[config.mk]
export PLATFORM = sky130hd
export DESIGN_NAME = dma_xlate_walker
export DESIGN_NICKNAME = d
export VERILOG_FILES = /design/src/rtl/xw_pkg.sv /design/src/rtl/xw_width_dec.sv /design/src/rtl/xw_entry_addr.sv /design/src/rtl/xw_gaw_round.sv /design/src/rtl/dma_xlate_walker.sv
export SDC_FILE = /design/constraint.sdc
export NUM_CORES = 1
export LEC_CHECK = 0
export BUFFER_PORTS_ARGS = -buffer_cell sky130_fd_sc_hd__buf_4
export CAP_MARGIN = 10
export CORE_UTILIZATION = 58
export CTS_CLUSTER_SIZE = 24
export DETAILED_ROUTE_END_ITERATION = 10
export PLACE_DENSITY = 0.95
export SLEW_MARGIN = 20
export SYNTH_ARGS = -nofsm -noshare
export SYNTH_HDL_FRONTEND = slang
export SYNTH_SLANG_ARGS = --single-unit
export TNS_END_PERCENT = 1
[constraint.sdc]
create_clock -name clk -period 19.35 [get_ports clk]
set_clock_uncertainty 0.2 [all_clocks]
set_input_delay 3.87 -clock clk [delete_from_list [all_inputs] [get_ports clk]]
set_output_delay 3.87 -clock clk [all_outputs]
set_load 0.03 [all_outputs]
[src/rtl/xw_pkg.sv]
package xw_pkg;
    localparam int XW_STRIDE = 9;
    localparam int XW_PAGE   = 12;
    localparam int XW_BASE_W = 30;
    localparam int XW_MAX_W  = 64;
    localparam int XW_CODES  = 5;

    typedef enum logic [1:0] {
        ST_IDLE,
        ST_ISSUE,
        ST_WAIT,
        ST_DONE
    } xw_state_e;

    typedef enum logic [2:0] {
        RSN_OK     = 3'd0,
        RSN_BADW   = 3'd1,
        RSN_RANGE  = 3'd2,
        RSN_ABSENT = 3'd3,
        RSN_WRDENY = 3'd4
    } xw_reason_e;
endpackage

[src/rtl/xw_width_dec.sv]
module xw_width_dec
    import xw_pkg::*;
#(
    parameter int AW = 64
) (
    input  logic [2:0]    code,
    input  logic [AW-1:0] iova,
    output logic          code_ok,
    output logic [2:0]    levels,
    output logic          range_bad
);
    logic [6:0] width_raw;
    logic [6:0] width;

    always_comb begin
        code_ok   = (int'(code) < XW_CODES);
        levels    = code + 3'd2;
        width_raw = 7'(XW_BASE_W) + 7'(XW_STRIDE) * {4'b0, code};
        width     = (width_raw > 7'(XW_MAX_W)) ? 7'(XW_MAX_W) : width_raw;
        range_bad = 1'b0;
        for (int i = 0; i < AW; i++) begin
            if (i >= int'(width) && iova[i]) range_bad = 1'b1;
        end
    end
endmodule

[src/rtl/xw_entry_addr.sv]
module xw_entry_addr
    import xw_pkg::*;
#(
    parameter int AW = 64
) (
    input  logic [AW-1:0] base,
    input  logic [AW-1:0] iova,
    input  logic [2:0]    level,
    output logic [AW-1:0] addr
);
    localparam logic [AW-1:0] PAGE_MASK = ~AW'((1 << XW_PAGE) - 1);
    localparam logic [AW-1:0] IDX_MASK  = AW'((1 << XW_STRIDE) - 1);

    logic [6:0]           shamt;
    logic [XW_STRIDE-1:0] idx;

    always_comb begin
        shamt = 7'(XW_PAGE) + 7'(XW_STRIDE) * ({4'b0, level} - 7'd1);
        idx   = XW_STRIDE'((iova >> shamt) & IDX_MASK);
        addr  = (base & PAGE_MASK) | {{(AW-XW_STRIDE-3){1'b0}}, idx, 3'b000};
    end
endmodule

[src/rtl/xw_gaw_round.sv]
module xw_gaw_round
    import xw_pkg::*;
(
    input  logic [6:0] gaw,
    output logic [6:0] agaw
);
    int g;
    int rem;
    int adj;

    always_comb begin
        g    = int'(gaw);
        rem  = (g - XW_PAGE) % XW_STRIDE;
        adj  = (rem == 0) ? g : g + XW_STRIDE - rem;
        if (adj > XW_MAX_W) adj = XW_MAX_W;
        agaw = 7'(adj);
    end
endmodule

[src/rtl/dma_xlate_walker.sv]
module dma_xlate_walker
    import xw_pkg::*;
#(
    parameter int PHYS_W = 52
) (
    input  logic        clk,
    input  logic        rst_n,
    input  logic        req_valid,
    output logic        req_ready,
    input  logic [63:0] req_iova,
    input  logic [63:0] req_root,
    input  logic [2:0]  req_wcode,
    input  logic        req_write,
    output logic        mem_req_valid,
    input  logic        mem_req_ready,
    output logic [63:0] mem_req_addr,
    input  logic        mem_rsp_valid,
    input  logic [63:0] mem_rsp_data,
    output logic        rsp_valid,
    input  logic        rsp_ready,
    output logic        rsp_fault,
    output logic [2:0]  rsp_reason,
    output logic [2:0]  rsp_level,
    output logic [63:0] rsp_pa,
    input  logic [6:0]  gaw_in,
    output logic [6:0]  agaw_out
);
    localparam int          AW         = 64;
    localparam logic [63:0] LOW_MASK   = 64'((1 << XW_PAGE) - 1);
    localparam logic [63:0] FRAME_MASK = ((64'd1 << PHYS_W) - 64'd1) & ~LOW_MASK;

    xw_state_e   state, state_nx;
    logic [63:0] iova_q, base_q, pa_q;
    logic [2:0]  lvl_q, flvl_q;
    logic        wr_q, fault_q;
    xw_reason_e  reason_q;

    logic        code_ok, range_bad;
    logic [2:0]  levels;
    logic [63:0] ent_addr, ent_next;
    logic        ent_absent, ent_wdeny, ent_last;

    xw_width_dec #(.AW(AW)) u_wdec (
        .code      (req_wcode),
        .iova      (req_iova),
        .code_ok   (code_ok),
        .levels    (levels),
        .range_bad (range_bad)
    );

    xw_entry_addr #(.AW(AW)) u_eaddr (
        .base  (base_q),
        .iova  (iova_q),
        .level (lvl_q),
        .addr  (ent_addr)
    );

    xw_gaw_round u_round (
        .gaw  (gaw_in),
        .agaw (agaw_out)
    );

    always_comb begin
        ent_absent = ~mem_rsp_data[0] & ~mem_rsp_data[1];
        ent_wdeny  = wr_q & ~mem_rsp_data[1];
        ent_last   = (lvl_q == 3'd1);
        ent_next   = mem_rsp_data & FRAME_MASK;
    end

    // next-state selection
    always_comb begin
        state_nx = state;
        unique case (state)
            ST_IDLE:  if (req_valid)
                          state_nx = (code_ok && !range_bad) ? ST_ISSUE : ST_DONE;
            ST_ISSUE: if (mem_req_ready) state_nx = ST_WAIT;
            ST_WAIT:  if (mem_rsp_valid)
                          state_nx = (ent_absent || ent_wdeny || ent_last) ? ST_DONE : ST_ISSUE;
            ST_DONE:  if (rsp_ready) state_nx = ST_IDLE;
        endcase
    end

    // state register and walk registers
    always_ff @(posedge clk or negedge rst_n) begin
        if (!rst_n) begin
            state    <= ST_IDLE;
            iova_q   <= '0;
            base_q   <= '0;
            pa_q     <= '0;
            lvl_q    <= '0;
            flvl_q   <= '0;
            wr_q     <= 1'b0;
            fault_q  <= 1'b0;
            reason_q <= RSN_OK;
        end else begin
            state <= state_nx;
            unique case (state)
                ST_IDLE: if (req_valid) begin
                    iova_q <= req_iova;
                    base_q <= req_root & ~LOW_MASK;
                    lvl_q  <= levels;
                    wr_q   <= req_write;
                    flvl_q <= '0;
                    pa_q   <= '0;
                    if (!code_ok) begin
                        fault_q  <= 1'b1;
                        reason_q <= RSN_BADW;
                    end else if (range_bad) begin
                        fault_q  <= 1'b1;
                        reason_q <= RSN_RANGE;
                    end else begin
                        fault_q  <= 1'b0;
                        reason_q <= RSN_OK;
                    end
                end
                ST_ISSUE: ;
                ST_WAIT: if (mem_rsp_valid) begin
                    if (ent_absent) begin
                        fault_q  <= 1'b1;
                        reason_q <= RSN_ABSENT;
                        flvl_q   <= lvl_q;
                    end else if (ent_wdeny) begin
                        fault_q  <= 1'b1;
                        reason_q <= RSN_WRDENY;
                        flvl_q   <= lvl_q;
                    end else if (ent_last) begin
                        pa_q <= ent_next | (iova_q & LOW_MASK);
                    end else begin
                        base_q <= ent_next;
                        lvl_q  <= lvl_q - 3'd1;
                    end
                end
                ST_DONE: ;
            endcase
        end
    end

    // outputs
    always_comb begin
        req_ready     = (state == ST_IDLE);
        mem_req_valid = (state == ST_ISSUE);
        mem_req_addr  = ent_addr;
        rsp_valid     = (state == ST_DONE);
        rsp_fault     = fault_q;
        rsp_reason    = reason_q;
        rsp_level     = flvl_q;
        rsp_pa        = pa_q;
    end
endmodule

Word level (Yosys, flattened, before mapping)
Cells that the tools add are included.
Word-level totals
  input bits: 209
  flip-flop bits (word level): 205
Operators by class
  add/subtract/negate cells: 8
  $lt $le $gt $ge: 67
  multiply operators: 2
  equality and inequality tests: 13
  bitwise logic cells: 6
  divide/modulo/power cells: 1
  shifts and indexed selects: 1
  reductions and logical operators: 76
  multiplexer cells: 111
Operator list (count)
  two-way mux 64 bit: 10
  case mux 64 bit (2 select lines): 2
  greater-or-equal comparator 6 x 7 -> 1 bit (first input constant): 32
  greater-or-equal comparator 5 x 7 -> 1 bit (first input constant): 16
  two-way mux 1 bit: 70
  logical AND 1 bit: 65
  OR 64 x 12 -> 64 bit: 1
  right shift 64 x 7 -> 9 bit: 1
  greater-or-equal comparator 4 x 7 -> 1 bit (first input constant): 8
  OR 52 x 12 -> 52 bit: 1
  two-way mux 3 bit: 13
  > comparator 32 x 8 -> 1 bit (second input constant): 1
  logical NOT 32 bit: 1
  modulo 32 x 5 -> 32 bit (second input constant): 1
  two-way mux 32 bit: 1
  subtractor 32 bit: 1
  greater-or-equal comparator 3 x 7 -> 1 bit (first input constant): 4
  case mux 3 bit (2 select lines): 3
  two-way mux 2 bit: 8
  greater-or-equal comparator 1 x 7 -> 1 bit (first input constant): 2
  greater-or-equal comparator 2 x 7 -> 1 bit (first input constant): 2
  two-way mux 7 bit: 2
  != test 2 bit (second input constant): 6
  AND reduction 6 bit: 2
  26 further kinds: 32

Depth between registers and ports, before layout
Gate-level depths: netlist (run 1).
  word-level depth: 75
  depth in mapped cells: 42
  depth with buffers taken out: 39

Hierarchy
From an unflattened synthesis (run 1), not the netlist that was laid out.
Second synthesis, totals
  cells, all modules: 1478
  area total of the unflattened synthesis: 13788.2 sq um
Modules (own cells, without submodules)
  dma_xlate_walker: cells an instance 636, area an instance 7731.2 sq um, times used 1, seq. area each 4529.3 sq um
  xw_entry_addr: cells an instance 420, area an instance 3016.6 sq um, times used 1, seq. area each 0.0 sq um
  xw_gaw_round: cells an instance 307, area an instance 2254.7 sq um, times used 1, seq. area each 0.0 sq um
  xw_width_dec: cells an instance 115, area an instance 785.8 sq um, times used 1, seq. area each 0.0 sq um

Least setup slack after synthesis (run 1)
No wires, ideal clock.
  kind: input to output
  start point: in gaw_in[3]
  end point: out agaw_out[6]
  data required time: 15.280 ns
  buffers on the path: 3
  data arrival time: 11.602 ns
  slack: 3.678 ns
  stages on the path: 42
  cells stage by stage: buf_2 -> inv_1 -> ha_1 -> nand2_1 -> or3_1 -> buf_2 -> and3_4 -> o21ai_1 -> nand3_1 -> inv_1 -> ha_1 -> a21oi_2 -> o311ai_2 -> nor2_1 -> xnor2_1 -> ha_1 -> clkbuf_1 -> inv_1 -> [6 not listed] -> nor2_1 -> and4_1 -> nor3_1 -> o32a_4 -> nand2_1 -> xor2_1 -> ha_1 -> a21oi_1 -> o21ai_0 -> a21oi_1 -> xnor2_1 -> a21boi_0 -> nand2b_1 -> a211oi_1 -> a41o_1 -> a31oi_1 -> a21oi_1 -> mux2i_1
On the way
  cells in the longest elaborated chain, start to end: 6
  elaborated cells between the ends (all ways): 8
Ends and longest elaborated chain
  from (decl): line dma_xlate_walker.sv:25  | input logic [6:0] gaw_in,
  subtractor 7 x 4 -> 8 bit: line xw_gaw_round.sv:13  | rem = (g - XW_PAGE) % XW_STRIDE;
  modulo 32 x 5 -> 32 bit: line xw_gaw_round.sv:13
  subtractor 32 bit or logical NOT 32 bit (tied branches): line xw_gaw_round.sv:14  | adj = (rem == 0) ? g : g + XW_STRIDE - rem;
  two-way mux 32 bit *: line xw_gaw_round.sv:14
  > comparator 32 x 8 -> 1 bit: line xw_gaw_round.sv:15  | if (adj > XW_MAX_W) adj = XW_MAX_W;
  two-way mux 7 bit *: line xw_gaw_round.sv:15
  to (decl): line dma_xlate_walker.sv:26  | output logic [6:0] agaw_out
Mark *: on every way between the ends. The rest lies on a longest branch, timed or not.

Worst setup path in the final report (run 1)
  start point: in gaw_in[3]
  end point: out agaw_out[2]
The elaborated chain is that of the path after synthesis.

==> results of run 1 <==
state kept, by name, summed over array words and instances, names as in the netlist:
register / cells
wr_q: 1
rsp_pa: 52
base_q: 52
lvl_q: 3
rsp_level: 3
iova_q: 64
rsp_fault: 1
rsp_reason: 3
state: 2
worst register-to-register path, cell delays in order (launching register included):
cell	delay (ps)
dfrtp_2	350
buf_4	720
inv_1	680
ha_4	490
buf_4	740
nor2_1	140
a21oi_1	150
o21ai_0	100
per-layer routing:
layer	vias up	GRT usage
met5	-	0
met4	2	0.1665
met3	114	0.07349
met2	609	0.5468
met1	5655	0.4275
li1	5286	-
worst max path at each step:
stage                         start           to  slack [ps]  depth (start not counted)
final                     gaw_in[3]  agaw_out[2]        2050                         39
after global routing      gaw_in[0]  agaw_out[2]        1350                         41
after floorplan           gaw_in[3]  agaw_out[6]        3680                         42
after CTS                 gaw_in[0]  agaw_out[2]        2230                         41
after detailed placement  gaw_in[0]  agaw_out[2]        2270                         41
after global placement    gaw_in[0]  agaw_out[2]        2330                         41
Yosys cell counts (5+ instances only):
library cell / instances / area (um2)
a211oi_1: 15 / 112.6
a21boi_0: 5 / 37.54
a21o_1: 48 / 360.4
a21oi_1: 108 / 540.5
a21oi_2: 6 / 52.55
a22o_1: 15 / 131.4
a31oi_1: 5 / 31.28
and2_1: 9 / 56.30
and3_1: 6 / 37.54
buf_1: 9 / 33.78
buf_2: 7 / 35.03
buf_4: 15 / 112.6
clkbuf_1: 70 / 262.8
dfrtp_1: 181 / 4529
ha_1: 34 / 425.4
inv_1: 30 / 112.6
mux2_2: 79 / 889.6
mux2_4: 6 / 90.09
mux2i_1: 22 / 220.2
mux4_2: 73 / 1644
nand2_1: 190 / 713.2
nand2b_1: 11 / 68.82
nand3_1: 18 / 90.09
nand4_1: 5 / 31.28
nor2_1: 61 / 229.0
nor2b_1: 23 / 143.9
nor3_1: 23 / 115.1
nor4_1: 8 / 50.05
o211ai_1: 8 / 60.06
o21a_1: 7 / 52.55
o21ai_0: 86 / 430.4
o22ai_1: 6 / 37.54
or2_2: 5 / 31.28
or3_1: 6 / 37.54
xnor2_1: 16 / 140.1
xor2_1: 10 / 87.58
report_power, final:
| group | switching [W] | internal (W) |
|---|---|---|
| combinational | 0.00152 | 0.00125 |
| sequential | 0.000156 | 0.000546 |
| clock | 0.000187 | 0.000178 |
| total | 0.00186 | 0.00197 |
cells by family after synthesis:
| group | Yosys count | synth area share |
|---|---|---|
| xor+xnor | 26 | 0.01759 |
| flops | 181 | 0.3499 |
| simple gates | 383 | 0.1375 |
| mux | 182 | 0.2218 |
| other cells | 1 | 0.0002897 |
| compound gates | 368 | 0.1900 |
| buf+inv | 132 | 0.04389 |
| fa+ha+maj | 38 | 0.03905 |
through the flow:
stage | worst slack [ps] | total power, W | instances
after CTS | 2229 | 0.003813 | 1846
final | 2055 | 0.003837 | 1847
after global routing | 1351 | 0.004057 | 1847
after floorplan | 3678 | 0.002673 | 1325
after global placement | 2326 | 0.003345 | 1814
after detailed placement | 2270 | 0.003432 | 1814
cell type report:
| class | count | area (um2) |
|---|---|---|
| Multi-Input combinational cell | 1012 | 7961 |
| Clock inverter | 15 | 200.2 |
| Fill cell | 1540 | 5902 |
| Sequential cell | 181 | 4531 |
| Tap cell | 280 | 350.3 |
| Inverter | 30 | 112.6 |
| Antenna cell | 1 | 2.502 |
| Timing Repair Buffer | 311 | 2338 |
| Clock buffer | 17 | 425.4 |
==> summary.txt, run 1 <==
Run status
  • Status: finished clean

Power
  • Worst VDD drop: around 0.26 mV
  • Leakage: roughly 7.3 nW
  • P per Cell Area: about 240 nW/um2

Timing
  • Max transition margin: 0.2873
  • Minimum clock period after layout: roughly 17000 ps
  • Hold WS: between 200 and 300 ps
  • RSZ-0062 raised after global routing: no
  • Max Freq: approximately 58 MHz
  • Final Hold Fails: 0
  • Endpoints failing setup: 0
  • TNS Setup: 0 ps
  • Period utilization: 0.8938
  • Pins Over Slew Limit: 0
  • Worst-Margin Slew: approximately 1100 ps

Floorplan
  • Io pins: ~350
  • Die Y: between 150 and 200 um
  • Die Span X: about 150 um
  • Core area: approximately 22000 um2
  • Effective utilization at floorplan: 0.5931
  • Die ar.: approximately 23000 um2
  • Row count: 54

Clock tree
  • TritonCTS Buffers: 17
  • PostCTS Resize Cnt: 0
  • CTS Root Cell: clkbuf_16
  • Clock sinks: 181
  • Post-CTS Setup Inserts: 0
  • Worst skew pair latency: between 400 and 500 ps
  • CTS tree: built
  • CTS Hold Bufs: 0
  • Number of H-tree levels: 4
  • CTS clk-pin slew, worst paths: roughly 80 ps
  • CTS Buffer Depth: 2

Yosys
  • Async SR Flop Fraction: 1.000
  • Cells after Synth: ~1300
  • Post-Syn Area: ~13000 um2
  • Sequential fraction of the synthesis area: 0.3499
  • Mapped Avg Cell Area: between 9 and 10 um2
  • Synthesized flop and latch total: between 150 and 200
  • Ys flop type: dfrtp_1
  • Post-synth EDFFs: 0
  • Post-synth cell types: 87
  • Syn. warnings: 0

Min path
  • Worst Hold Depth: 1
  • Hold Path Class: reg2reg
  • Critical hold path startpoint: base_q[28]
  • Hold worst-path end: base_q[28]

Setup path
  • Critical path type: in2out
  • Worst Setup Start Kind: input port
  • CP max stage delay: ~840 ps
  • CP Capture Type: primary output
  • Reg2Reg Capture Point: lvl_q[1]
  • Register-to-register setup slack: approximately 16000 ps
  • Worst EP arrival: 13230 ps
  • Cell mode on critical path: ha_1
  • Worst r2r src: lvl_q[0]
  • Worst Reg-to-Reg Cells: 7
  • Max FO, Critical Path: 14
  • Slowest cell on crit path: a2111oi_4
  • Top delay family on crit path: compound AO/OA/AOI/OAI gates
  • CP bufs+invs: 4
  • WP data required: 15280 ps

Finish
  • Most frequent cells in the layout: buf_4 (310), nand2_1 (189), dfrtp_1 (180)
  • Area Overhead vs Synth: 23.01%
  • Fin util: 0.7296
  • Nets: 1800
  • Share of cells above drive strength 1: 0.3474
  • Commonest non-fill, non-tap cell in the layout: buf_4
  • Final Instance Area: 15920 um2

GRT
  • Vias in the first global route: around 11000
  • Largest net degree at the start of global routing: roughly 110
  • Initial antenna violation count: 2
  • Grt total ovfl: 0
  • Global-route wire length before repair: roughly 60000 um
  • Total track usage: 0.3375

Drt
  • Average via count per standard cell: 6.316
  • Post-DRT Antenna Nets: 0
  • Remaining DRCs: 0
  • Total wire length: about 38000 um
  • Avg WL per Cell: between 20 and 25 um
  • M1 WL: roughly 14000 um
  • Drt pass-1 iters: 5
  • DR top layer: met5
  • Met3 WL post-DR: between 3000 and 4000 um
  • Routed via count: about 12000
  • Iteration-0 DRC Markers: roughly 800
  • Met2 wire length: 18660 um

Placement
  • IO Port Bufs: 304
  • RePlAce Congestion: 0.9658
  • Hpwl dp: ~28000 um
  • DP Area: roughly 15000 um2

Job
  • Maxcap violations: 0
(Power assumes the default switching activity.)
==> inputs of run 2 (changes only) <==
==> constraint.sdc (replaced) <==
create_clock -name clk -period 19.35 [get_ports clk]
set_clock_uncertainty 0.2 [all_clocks]
set_input_delay 0.9675 -clock clk [delete_from_list [all_inputs] [get_ports clk]]
set_output_delay 0.9675 -clock clk [all_outputs]
set_load 0.03 [all_outputs]
==> summary.txt, run 2 (synthesized netlist as in run 1, its figures left out) <==
Run status
  • Status: finished clean

Clock tree
  • Worst skew pair latency: about 440 ps
  • CTS Root Cell: clkbuf_16
  • PostCTS Resize Cnt: 0
  • TritonCTS Buffers: 17
  • CTS tree: built
  • CTS Hold Bufs: 0
  • CTS clk-pin slew, worst paths: around 80 ps
  • Post-CTS Setup Inserts: 0
  • Clock sinks: between 150 and 200
  • Number of H-tree levels: 4
  • CTS Buffer Depth: 2

Finish
  • Largest reg by FF count: iova_q
  • Ant diodes: 0
  • Share of cells above drive strength 1: 0.3474
  • Nets: 1800
  • Area Overhead vs Synth: 23.10%
  • Filler cell count: between 1500 and 2000
  • Commonest non-fill, non-tap cell in the layout: buf_4
  • Most frequent cells in the layout: buf_4 (310), nand2_1 (189), dfrtp_1 (180)
  • Max FFs per register: 64

Timing
  • RSZ-0062 raised after global routing: no
  • Pins Over Slew Limit: 0
  • Worst-Margin Slew: roughly 1100 ps
  • TNS Setup: 0 ps
  • Endpoints failing setup: 0
  • Final Hold Fails: 0
  • Max transition margin: 0.2992
  • Hold WS: around 290 ps
  • Max Freq: about 86 MHz
  • Minimum clock period after layout: ~12000 ps
  • Period utilization: 0.6018

GRT
  • Largest net degree at the start of global routing: between 100 and 150
  • Vias in the first global route: around 11000
  • Total track usage: 0.3387
  • Initial antenna violation count: 0
  • Global-route wire length before repair: roughly 60000 um
  • Grt total ovfl: 0

Drt
  • Iteration-0 DRC Markers: between 700 and 800
  • Total wire length: slightly below 40000 um
  • Post-DRT Antenna Nets: 0
  • Average via count per standard cell: between 6 and 7
  • Avg WL per Cell: 20.85 um
  • Remaining DRCs: 0
  • Routed via count: 11797
  • Drt pass-1 iters: 5

Power
  • P per Cell Area: roughly 240 nW/um2
  • Psw: between 0.0015 and 0.002 W
  • Internal: roughly 0.0020 W
  • Leakage: between 7 and 8 nW
  • Worst VDD drop: between 0.2 and 0.3 mV
  • Sequential share of power: 0.182
  • Comb pwr share: 0.720
  • Net Sw Frac: 0.4872
  • Clock power share: 0.097

Floorplan
  • Row count: 54
  • Core area: approximately 22000 um2
  • Effective utilization at floorplan: 0.5931
  • Die ar.: between 20000 and 25000 um2
  • Die Y: roughly 150 um
  • Die Span X: 151.4 um
  • Io pins: around 350

Min path
  • Critical hold path startpoint: rsp_pa[10]
  • Hold Path Class: reg2reg

Setup path
  • Max FO, Critical Path: 10
  • Cell mode on critical path: ha_1
  • CP max stage delay: 620 ps
  • WP data required: around 18000 ps
  • Worst r2r src: lvl_q[0]
  • Worst EP arrival: between 10000 and 15000 ps
  • Critical path type: in2out
  • Worst Setup Start Kind: input port
  • Crit path from: gaw_in[0]
  • CP Capture Type: primary output
  • Slowest cell on crit path: o311ai_2

Placement
  • RePlAce Congestion: 0.9451
  • Hpwl dp: 28470 um
  • IO Port Bufs: 304

Job
  • Maxcap violations: 0
==> run 2: changes by cell type in the layout (fill, tap and decap cells not counted), sizes merged <==
cell and change:
buf -1, clkbuf +1, clkinv -4, clkinvlp -1
diode -1, inv +5
==> run 2: routing by layer <==
layer	share of wire	track usage
met1	0.37	0.4152
met2	0.50	0.5669
met5	0	0
met3	0.085	0.08042
met4	0.045	0.1510
==> run 2: path summary, 6_finish.rpt <==
path | endpoint | slack [ps] | cells past startpoint
min in group asynchronous | iova_q[63] | 440 | 1
worst min-delay path | rsp_pa[10] | 290 | 2
worst min register to register | rsp_pa[10] | 290 | 2
worst max register to register | lvl_q[1] | 15570 | 7
max in group asynchronous | rsp_pa[49] | 17030 | 2
worst max-delay path | agaw_out[2] | 7700 | 41
==> run 2: cell type report <==
class                           instances  area [um2]  share of cell area
Timing Repair Buffer                  311        2341              0.1469
Sequential cell                       181        4531              0.2843
Multi-Input combinational cell       1012        7961              0.4996
Clock inverter                         15       212.7             0.01335
Clock buffer                           17       425.4             0.02670
Inverter                               30       112.6            0.007067
Tap cell                              280       350.3             0.02199
==> run 2: critical path, delay by kind of cell <==
kind | cells | cell delay, ps
XOR/XNOR | 3 | 740
buffers and inverters | 5 | 810
AND/OR/NAND/NOR | 14 | 2460
multiplexers | 2 | 760
adder cells (fa/ha/maj) | 5 | 1630
AO/OA/AOI/OAI | 12 | 3090
==> run 2: power groups by stage <==
stage | registers [W] | logic [W] | clock network (W)
after global placement | 0.000687 | 0.00266 | 0
after floorplan | 0.000830 | 0.00184 | 0
after CTS | 0.000700 | 0.00275 | 0.000380
after detailed placement | 0.000702 | 0.00274 | 0
after global routing | 0.000724 | 0.00296 | 0.000395
final | 0.000704 | 0.00278 | 0.000375
==> run 2: stage by stage <==
stage / setup slack, ps / util / cell area [um2] / power [W] / instances
6_report: 7705 / 0.7301 / 15930 / 0.003860 / 1846
5_1_grt: 6989 / 0.7301 / 15930 / 0.004079 / 1846
4_1_cts: 7873 / 0.7300 / 15930 / 0.003831 / 1846
3_5_place_dp: 7923 / 0.7008 / 15290 / 0.003440 / 1814
3_3_place_gp: 8112 / 0.7008 / 15290 / 0.003344 / 1814
2_1_floorplan: 9483 / - / 13000 / 0.002673 / 1325
==> inputs of run 3 (changes only) <==
- CORE_UTILIZATION: 58 -> 54
- PLACE_DENSITY: 0.95 -> 0.9
- clock period: 19.35 -> 11.8 ns (I/O delays scaled with it)
==> summary.txt, run 3 (synthesized netlist as in run 1, its figures left out) <==
Placement
  • Hpwl dp: ~30000 um
  • DP Cell Count: 1852
  • IO Port Bufs: between 300 and 400
  • RePlAce Congestion: 0.9494

Floorplan
  • Effective utilization at floorplan: 0.5514
  • Io pins: ~350
  • Die ar.: ~25000 um2
  • Core area: 23470 um2
  • Row count: 56
  • Die Span X: 156.8 um
  • Die Y: between 150 and 200 um

Drt
  • Total wire length: roughly 41000 um
  • Routed via count: 11947
  • Average via count per standard cell: about 6.3
  • Drt pass-1 iters: 6
  • Avg WL per Cell: 21.56 um
  • Iteration-0 DRC Markers: about 1300
  • Post-DRT Antenna Nets: 0
  • Remaining DRCs: 0

Clock tree
  • CTS Hold Bufs: 0
  • PostCTS Resize Cnt: 0
  • CTS Root Cell: clkbuf_16
  • CTS Buffer Depth: 2
  • TritonCTS Buffers: 17
  • Post-CTS Setup Inserts: 0
  • Clock sinks: approximately 180
  • Number of H-tree levels: 4
  • CTS tree: built
  • Worst skew pair latency: between 400 and 500 ps
  • CTS clk-pin slew, worst paths: roughly 80 ps

Power
  • Tot Pwr: 0.006333 W
  • Worst VDD drop: between 0.3 and 0.4 mV
  • Leakage: around 7.3 nW
  • P per Cell Area: approximately 400 nW/um2

Setup path
  • CP Capture Type: primary output
  • Cell mode on critical path: ha_1
  • Setup crit end: agaw_out[0]
  • CP max stage delay: around 800 ps
  • CP bufs+invs: 4
  • Reg2Reg Capture Point: lvl_q[0]
  • Top delay family on crit path: compound AO/OA/AOI/OAI gates
  • Worst EP arrival: 9870 ps
  • Critical path type: in2out
  • WP data required: ~11000 ps
  • Worst Setup Start Kind: input port
  • CP Depth: 39
  • Worst Reg-to-Reg Cells: 8
  • Crit path from: gaw_in[3]
  • Max FO, Critical Path: 14
  • Slowest cell on crit path: a2111oi_4
  • Worst r2r src: lvl_q[0]
  • Register-to-register setup slack: between 8000 and 9000 ps

Min path
  • Hold Path Class: in2async

Job
  • Maxcap violations: 0

Run status
  • Status: finished clean

Timing
  • Period utilization: 0.9030
  • Worst-Margin Slew: 1060 ps
  • TNS Setup: 0 ps
  • Max Freq: approximately 94 MHz
  • Endpoints failing setup: 0
  • Pins Over Slew Limit: 0
  • Final Hold Fails: 0
  • RSZ-0062 raised after global routing: no
  • Max transition margin: 0.2930
  • Minimum clock period after layout: between 10000 and 15000 ps

Finish
  • Commonest non-fill, non-tap cell in the layout: buf_4
  • Area Overhead vs Synth: 23.27%
  • Largest reg by FF count: iova_q
  • Most frequent cells in the layout: buf_4 (308), nand2_1 (189), dfrtp_1 (180)
  • Nets: about 1800
  • Filler cell count: 1748
  • Share of cells above drive strength 1: 0.3470
  • Max FFs per register: 64
  • Finished Layout Cells: about 1900

GRT
  • Grt total ovfl: 0
  • Largest net degree at the start of global routing: around 110
  • Global-route wire length before repair: ~63000 um
  • Vias in the first global route: about 12000
  • Initial antenna violation count: 1
  • Total track usage: 0.3340
==> run 3: cell count changes in the layout (fill, tap and decap cells not counted), sizes merged <==
cell and change:
diode +1, clkinvlp +1, inv -1, clkinv -2, bufinv +1
==> run 3: how the worst min path moves through the flow <==
stage                          endpoint  slack [ps]  startpoint  depth (start not counted)
final                     rsp_reason[2]          10       rst_n                          1
after global routing      rsp_reason[2]         110       rst_n                          1
after CTS                          wr_q          70       rst_n                          1
after detailed placement     base_q[12]         270  base_q[12]                          1
after global placement       base_q[31]         260  base_q[31]                          1
after floorplan              base_q[12]          90       rst_n                          0
==> run 3: worst reg2reg max path, delay by kind of cell (launching register included) <==
kind            cells  cell delay (ps)
buf+inv             1              740
compound gates      3              460
flops               1              360
fa+ha+maj           1              270
simple gates        3             1210
==> run 3: per-stage QoR <==
stage / hold WS (ps) / area, um2 / worst slack [ps] / util
finish: 9.814 / 15960 / 1145 / 0.6797
global route: 109.1 / 15960 / 250.1 / 0.6797
CTS: 74.22 / 15950 / 1333 / 0.6795
detailed placement: 266.5 / 15330 / 1357 / 0.6533
global placement: 260.2 / 15330 / 1447 / 0.6533
floorplan: 94.41 / 13000 / 2688 / -
==> run 3: final cells by class <==
class / instances / area, um2 / area share
Multi-Input combinational cell: 1012 / 7961 / 0.4990
Sequential cell: 181 / 4531 / 0.2840
Timing Repair Buffer: 310 / 2335 / 0.1463
Tap cell: 319 / 399.1 / 0.02502
Inverter: 30 / 112.6 / 0.007058
Clock buffer: 18 / 439.2 / 0.02753
Clock inverter: 14 / 175.2 / 0.01098
Antenna cell: 1 / 2.502 / 0.0001568
==> run 3: power breakdown <==
part / leakage, nW / internal, W / total (W) / switching (W)
sequential: 2.28 / 0.000896 / 0.00117 / 0.000278
combinational: 4.76 / 0.00205 / 0.00456 / 0.00251
clock: 0.300 / 0.000313 / 0.000596 / 0.000283
==> run 3: routing by layer <==
layer	global-route usage	share of wire	vias up
li1	-	-	5294
met1	0.4160	0.37	5813
met2	0.5471	0.49	690
met3	0.07117	0.088	150
met4	0.1727	0.052	0
met5	0	0	-
